**src/rtl/i2cStatPkg.sv**
```systemverilog
package i2cStatPkg;
  typedef struct packed {
    logic bbSet;
    logic bbClr;
    logic alSet;
    logic alClr;
    logic alReset;
  } flagStrobeT;
endpackage

```
**src/rtl/i2cStatCtrl.sv**
```systemverilog
module i2cStatCtrl
  import i2cStatPkg::*;
#(
  parameter int ADDR_W = 2,
  parameter int DATA_W = 16,
  parameter int CODE_W = 3,
  parameter int STATUS_ADDR = 0,
  parameter int ISRC_ADDR = 1,
  parameter int AL_BIT = 0,
  parameter int AL_CODE = 1
) (
  input  logic              modEnable,
  input  logic              startDet,
  input  logic              stopDet,
  input  logic              arbLostDet,
  input  logic              startReq,
  input  logic [ADDR_W-1:0] regAddr,
  input  logic              regWrEn,
  input  logic              regRdEn,
  input  logic              dbgRd,
  input  logic [DATA_W-1:0] regWrData,
  input  logic              busBusy,
  input  logic [CODE_W-1:0] intCode,
  output flagStrobeT        strobe,
  output logic              mstClr,
  output logic              stpClr
);
  localparam logic [ADDR_W-1:0] STAT_A = ADDR_W'(STATUS_ADDR);
  localparam logic [ADDR_W-1:0] ISRC_A = ADDR_W'(ISRC_ADDR);
  localparam logic [CODE_W-1:0] AL_C = CODE_W'(AL_CODE);
  localparam logic [DATA_W-1:0] AL_MASK = DATA_W'(1) << AL_BIT;

  logic lostEvt, busyStartEvt, setEvt;
  logic writeOneClr, readClr;
  logic unusedWrBits;

  // Any bit other than the flag's own is write-ignored.
  assign unusedWrBits = ^(regWrData & ~AL_MASK);

  assign lostEvt      = modEnable && arbLostDet;
  assign busyStartEvt = modEnable && startReq && busBusy;
  assign setEvt       = lostEvt || busyStartEvt;

  assign writeOneClr = regWrEn && (regAddr == STAT_A) && regWrData[AL_BIT];
  assign readClr     = regRdEn && !dbgRd && (regAddr == ISRC_A) && (intCode == AL_C);

  always_comb begin
    strobe.bbSet   = modEnable && startDet;
    strobe.bbClr   = modEnable && stopDet && !startDet;
    strobe.alSet   = setEvt;
    strobe.alClr   = writeOneClr || readClr;
    strobe.alReset = !modEnable;
  end

  // The mode register samples these at the same edge the flag is set.
  assign mstClr = setEvt;
  assign stpClr = setEvt;
endmodule

```
**src/rtl/i2cStatData.sv**
```systemverilog
module i2cStatData
  import i2cStatPkg::*;
#(
  parameter int ADDR_W = 2,
  parameter int DATA_W = 16,
  parameter int CODE_W = 3,
  parameter int STATUS_ADDR = 0,
  parameter int ISRC_ADDR = 1,
  parameter int AL_BIT = 0,
  parameter int BB_BIT = 1,
  parameter int AL_CODE = 1
) (
  input  logic              clk,
  input  logic              rstN,
  input  flagStrobeT        strobe,
  input  logic              alIntEn,
  input  logic [ADDR_W-1:0] regAddr,
  output logic              busBusy,
  output logic              arbLost,
  output logic [CODE_W-1:0] intCode,
  output logic              intReq,
  output logic [DATA_W-1:0] regRdData
);
  localparam logic [ADDR_W-1:0] STAT_A = ADDR_W'(STATUS_ADDR);
  localparam logic [ADDR_W-1:0] ISRC_A = ADDR_W'(ISRC_ADDR);
  localparam logic [CODE_W-1:0] AL_C = CODE_W'(AL_CODE);

  logic [DATA_W-1:0] statusWord;
  logic [DATA_W-1:0] isrcWord;

  // Bus-busy: no soft-reset term, so it freezes while the module is disabled.
  always_ff @(posedge clk or negedge rstN) begin
    if (!rstN) busBusy <= 1'b0;
    else if (strobe.bbSet) busBusy <= 1'b1;
    else if (strobe.bbClr) busBusy <= 1'b0;
  end

  // Arbitration-lost: soft reset first, then set over clear.
  always_ff @(posedge clk or negedge rstN) begin
    if (!rstN) arbLost <= 1'b0;
    else if (strobe.alReset) arbLost <= 1'b0;
    else if (strobe.alSet) arbLost <= 1'b1;
    else if (strobe.alClr) arbLost <= 1'b0;
  end

  always_ff @(posedge clk or negedge rstN) begin
    if (!rstN) intReq <= 1'b0;
    else intReq <= arbLost && alIntEn;
  end

  assign intCode = arbLost ? AL_C : '0;

  for (genvar gi = 0; gi < DATA_W; gi++) begin : gStatusBits
    if (gi == AL_BIT) begin : gAl
      assign statusWord[gi] = arbLost;
    end else if (gi == BB_BIT) begin : gBb
      assign statusWord[gi] = busBusy;
    end else begin : gZero
      assign statusWord[gi] = 1'b0;
    end
  end

  assign isrcWord = {{(DATA_W-CODE_W){1'b0}}, intCode};

  always_comb begin
    if (regAddr == STAT_A) regRdData = statusWord;
    else if (regAddr == ISRC_A) regRdData = isrcWord;
    else regRdData = '0;
  end
endmodule

```
**src/rtl/i2cStatTop.sv**
```systemverilog
module i2cStatTop
  import i2cStatPkg::*;
#(
  parameter int ADDR_W = 2,
  parameter int DATA_W = 16,
  parameter int CODE_W = 3,
  parameter int STATUS_ADDR = 0,
  parameter int ISRC_ADDR = 1,
  parameter int AL_BIT = 0,
  parameter int BB_BIT = 1,
  parameter int AL_CODE = 1
) (
  input  logic              clk,
  input  logic              rstN,
  input  logic              modEnable,
  input  logic              startDet,
  input  logic              stopDet,
  input  logic              arbLostDet,
  input  logic              startReq,
  input  logic              alIntEn,
  input  logic [ADDR_W-1:0] regAddr,
  input  logic              regWrEn,
  input  logic              regRdEn,
  input  logic              dbgRd,
  input  logic [DATA_W-1:0] regWrData,
  output logic [DATA_W-1:0] regRdData,
  output logic              busBusy,
  output logic              arbLost,
  output logic              mstClr,
  output logic              stpClr,
  output logic [CODE_W-1:0] intCode,
  output logic              intReq
);
  flagStrobeT strobe;

  i2cStatCtrl #(
    .ADDR_W(ADDR_W), .DATA_W(DATA_W), .CODE_W(CODE_W),
    .STATUS_ADDR(STATUS_ADDR), .ISRC_ADDR(ISRC_ADDR),
    .AL_BIT(AL_BIT), .AL_CODE(AL_CODE)
  ) u_ctrl (
    .modEnable(modEnable), .startDet(startDet), .stopDet(stopDet),
    .arbLostDet(arbLostDet), .startReq(startReq), .regAddr(regAddr),
    .regWrEn(regWrEn), .regRdEn(regRdEn), .dbgRd(dbgRd),
    .regWrData(regWrData), .busBusy(busBusy), .intCode(intCode),
    .strobe(strobe), .mstClr(mstClr), .stpClr(stpClr)
  );

  i2cStatData #(
    .ADDR_W(ADDR_W), .DATA_W(DATA_W), .CODE_W(CODE_W),
    .STATUS_ADDR(STATUS_ADDR), .ISRC_ADDR(ISRC_ADDR),
    .AL_BIT(AL_BIT), .BB_BIT(BB_BIT), .AL_CODE(AL_CODE)
  ) u_data (
    .clk(clk), .rstN(rstN), .strobe(strobe), .alIntEn(alIntEn),
    .regAddr(regAddr), .busBusy(busBusy), .arbLost(arbLost),
    .intCode(intCode), .intReq(intReq), .regRdData(regRdData)
  );
endmodule

```
**config.mk**
```make
export PLATFORM = sky130hd
export DESIGN_NAME = i2cStatTop
export DESIGN_NICKNAME = d
export VERILOG_FILES = /design/src/rtl/i2cStatPkg.sv /design/src/rtl/i2cStatCtrl.sv /design/src/rtl/i2cStatData.sv /design/src/rtl/i2cStatTop.sv
export SDC_FILE = /design/constraint.sdc
export NUM_CORES = 1
export LEC_CHECK = 0
export CAP_MARGIN = 10
export CORE_MARGIN = 1.5
export CORE_UTILIZATION = 23
export CTS_CLUSTER_SIZE = 24
export DETAILED_ROUTE_END_ITERATION = 10
export PLACE_DENSITY = 0.8
export SLEW_MARGIN = 10
export SYNTH_ARGS = -nofsm -noshare
export SYNTH_HDL_FRONTEND = slang
export SYNTH_HIERARCHICAL = 1
export SYNTH_SLANG_ARGS = --single-unit
```
**constraint.sdc**
```tcl
create_clock -name clk -period 1.8 [get_ports clk]
set_input_delay 0.36 -clock clk [delete_from_list [all_inputs] [get_ports clk]]
set_output_delay 0.36 -clock clk [all_outputs]
set_load 0.05 [all_outputs]
```
==> results.yml <==
status:
  status: "completed"
setup_path:
  crit_start: "u_data/intReq$_DFF_PN0_"
  critPathBufInv: 1
  crit_slowest_cell: "clkdlybuf4s50_1"
  critPathRequiredTime_ns: 1.44
  r2r-start: "u_data/arbLost$_DFFE_PN0P_"
  r2r_end: "u_data/arbLost$_DFFE_PN0P_"
  crit_family: "buffers and inverters"
  rr_worst_depth: 4
  crit_arrival_ns: 1.33
  worstSetupPathType: "reg -> out"
  path_cells: "clkdlybuf4s50_1"
  r2r_slack_ns: 0.61
  critPathLaunchType: "flop"
  end_kind: "output port"
  slowest_delay_ns: 0.79
  crit_fanout: 1
synth:
  synth_warnings: 6
  synth_top_area_cell: "buf_4"
  synth_top_family_by_area: "buffers and inverters"
  synth_edf_count: 0
  synth_area_leaders: "buf_4 (43%), dfrtp_1 (23%), nor3b_1 (4.5%)"
  synth_compound_area_share_pct: 9.85
  yosysUniqueCellTypes: 15
  synth_fa_ha_area_share_pct: 0
  avgSynthCellArea_um2: 8.06
  synth-seq-cells: 3
  synth_area_um2: 330
  yosys.area_share.simple_pct: 19.7
  synth-xor-area-share_pct: 0
  ys_seq_area_share_pct: 22.7
  synth-main-ff-cell: "dfrtp_1"
  netlist_instances: 41
  synth_most_common_cell: "buf_4"
  synth_mux_area_share_pct: 0
  synthTopCellsByCount: "buf_4 (19), dfrtp_1 (3), inv_1 (3), nor2_1 (3)"
  synthArstFlopShare_pct: 100
  synth_top_area_share_pct: 43.2
die:
  core_area_um2: 1320
  start_util_pct: 25.1
  fp-row-count: 13
  fp.dieH_um: 40.9
  num_io_pins: 53
  die_x_um: 40.9
  dieArea_um2: 1670
sta:
  hold_viol: 0
  fmax_mhz: 591
  min_period_over_period_pct: 93.9
  slew_violations: 0
  fin_skew_ns: 0.00266
  finalSetupViolCount: 0
  fin_ws_ns: 0.109
  rsz0062_at_grt: "false"
  period_minus_slack_ns: 1.69
  holdWs_ns: 0.306
  fin_tns_setup_ns: 0
job:
  max_cap_violations: 0
cts:
  clk_pin_slew_ns: 0.04
  cts_hold_buf: 0
  cts_tree: "yes"
  clockRootBuffer: "clkbuf_4"
  cts.path.max_buffers: 2
  clock_latency_ns: 0.23
  post_cts_buffers: 0
  htree_num_levels: 1
  clock_sinks: 3
  cts_resized: 0
  cts_buffers: 3
pwr:
  p_per_area_nw_per_um2: 752
  pwr-share-comb_pct: 52.3
  p_sw_w: 0.000184
  finalPower_w: 0.000409
  switching_share_pct: 45.1
  power.leakage_nw: 0.261
  pwr-share-clk_pct: 28.2
  ir_drop_mv: 0.244
  intPower_w: 0.000225
  seqPwrFrac_pct: 19.5
drt:
  avgRoutedWirePerCell_um: 8.13
  first_pass_iters: 3
  drtAntennaViolNets: 0
  drtIter0Drc: 1
  routed-via-count: 277
  viasPerCell: 3.60
  routed_wl_um: 626
  drc: 0
global_routing:
  antenna_found_initial: 0
  grt_remaining_overflow: 0
  grt_pass1_wl_um: 786
  grt_use_total_pct: 7.77
  grt_start_max_net_pins: 7
  grt_pass1_vias: 202
layout:
  area_delta_synth_final_pct: 64.8
  final_nets: 92
  drive_above_1_share_pct: 22.6
  final_cells: 77
  diodes: 0
worst_hold_path:
  hp-class: "in -> async"
placement:
  hpwl_um: 546
  post-place-ws_ns: 0.159
  dp_cells: 73
  numPortBuffers: 21
  gp_congestion: 0.576
[per-layer routing]
metal	vias to the layer above	share of wire, %	track usage, %
met5	-	0	0
met4	0	0	5.00
met3	0	13	3.26
met2	24	51	14.5
met1	116	36	6.58
li1	137	-	-
[sequential cells by signal, indices dropped and copies added, names as in the netlist]
| register | count |
|---|---|
| u_data/arbLost | 1 |
| u_data/busBusy | 1 |
| u_data/intReq | 1 |
[power by group through the flow]
stage	clock network [W]	registers, W	logic [W]
floorplan	0	0.0000982	0.000156
global placement	0	0.0000803	0.000213
detailed placement	0	0.0000807	0.000214
CTS	0.000123	0.0000799	0.000214
global route	0.000135	0.0000802	0.000224
finish	0.000115	0.0000796	0.000214
[worst max-delay path by stage]
| stage | depth (start not counted) | slack [ns] | endpoint |
|---|---|---|---|
| 2_1_floorplan | 1 | 0.009 | regRdData[0] |
| 3_3_place_gp | 4 | 0.15 | mstClr |
| 3_5_place_dp | 4 | 0.16 | stpClr |
| 4_1_cts | 1 | 0.09 | intReq |
| 5_1_grt | 1 | 0.05 | intReq |
| 6_report | 1 | 0.11 | intReq |
[logic make-up after synthesis]
logic type / count (synthesis)
AO/OA/AOI/OAI: 4
buffers and inverters: 22
flip-flops: 3
other: 1
AND/OR/NAND/NOR: 11
[cell type report]
cell class	instances	area (um^2)
Tap cell	15	18.8
Sequential cell	3	75.1
Multi-Input combinational cell	31	170
Timing Repair Buffer	21	243
Clock buffer	4	26.3
Fill cell	144	773
Inverter	3	11.3
[layout by cell type (no fill, tap or decap)]
cell / synthesis / layout
conb_1: 1 / 16
clkdlybuf4s50_1: 0 / 14
buf_12: 0 / 4
clkbuf_4: 0 / 3
buf_4: 19 / 3
inv_1: 3 / 3
dfrtp_1: 3 / 3
and2_1: 2 / 2
nor2_1: 3 / 2
clkbuf_1: 0 / 1
nand2_1: 1 / 1
nor3b_1: 2 / 1
nor4bb_1: 1 / 1
a41o_2: 1 / 1
a21oi_1: 1 / 1
nor2_4: 0 / 1
nor2b_1: 1 / 1
nor3b_2: 0 / 1
nand2b_1: 1 / 1
a21oi_2: 1 / 1
a21o_1: 1 / 1
[per-stage QoR]
stage / area [um^2] / utilization, %
6_report: 544 / 41.3
5_1_grt: 544 / 41.3
4_1_cts: 544 / 41.3
3_5_place_dp: 518 / 39.3
3_3_place_gp: 518 / 39.3
2_1_floorplan: 399 / -
Note: power is estimated with default switching activity, not from simulation.
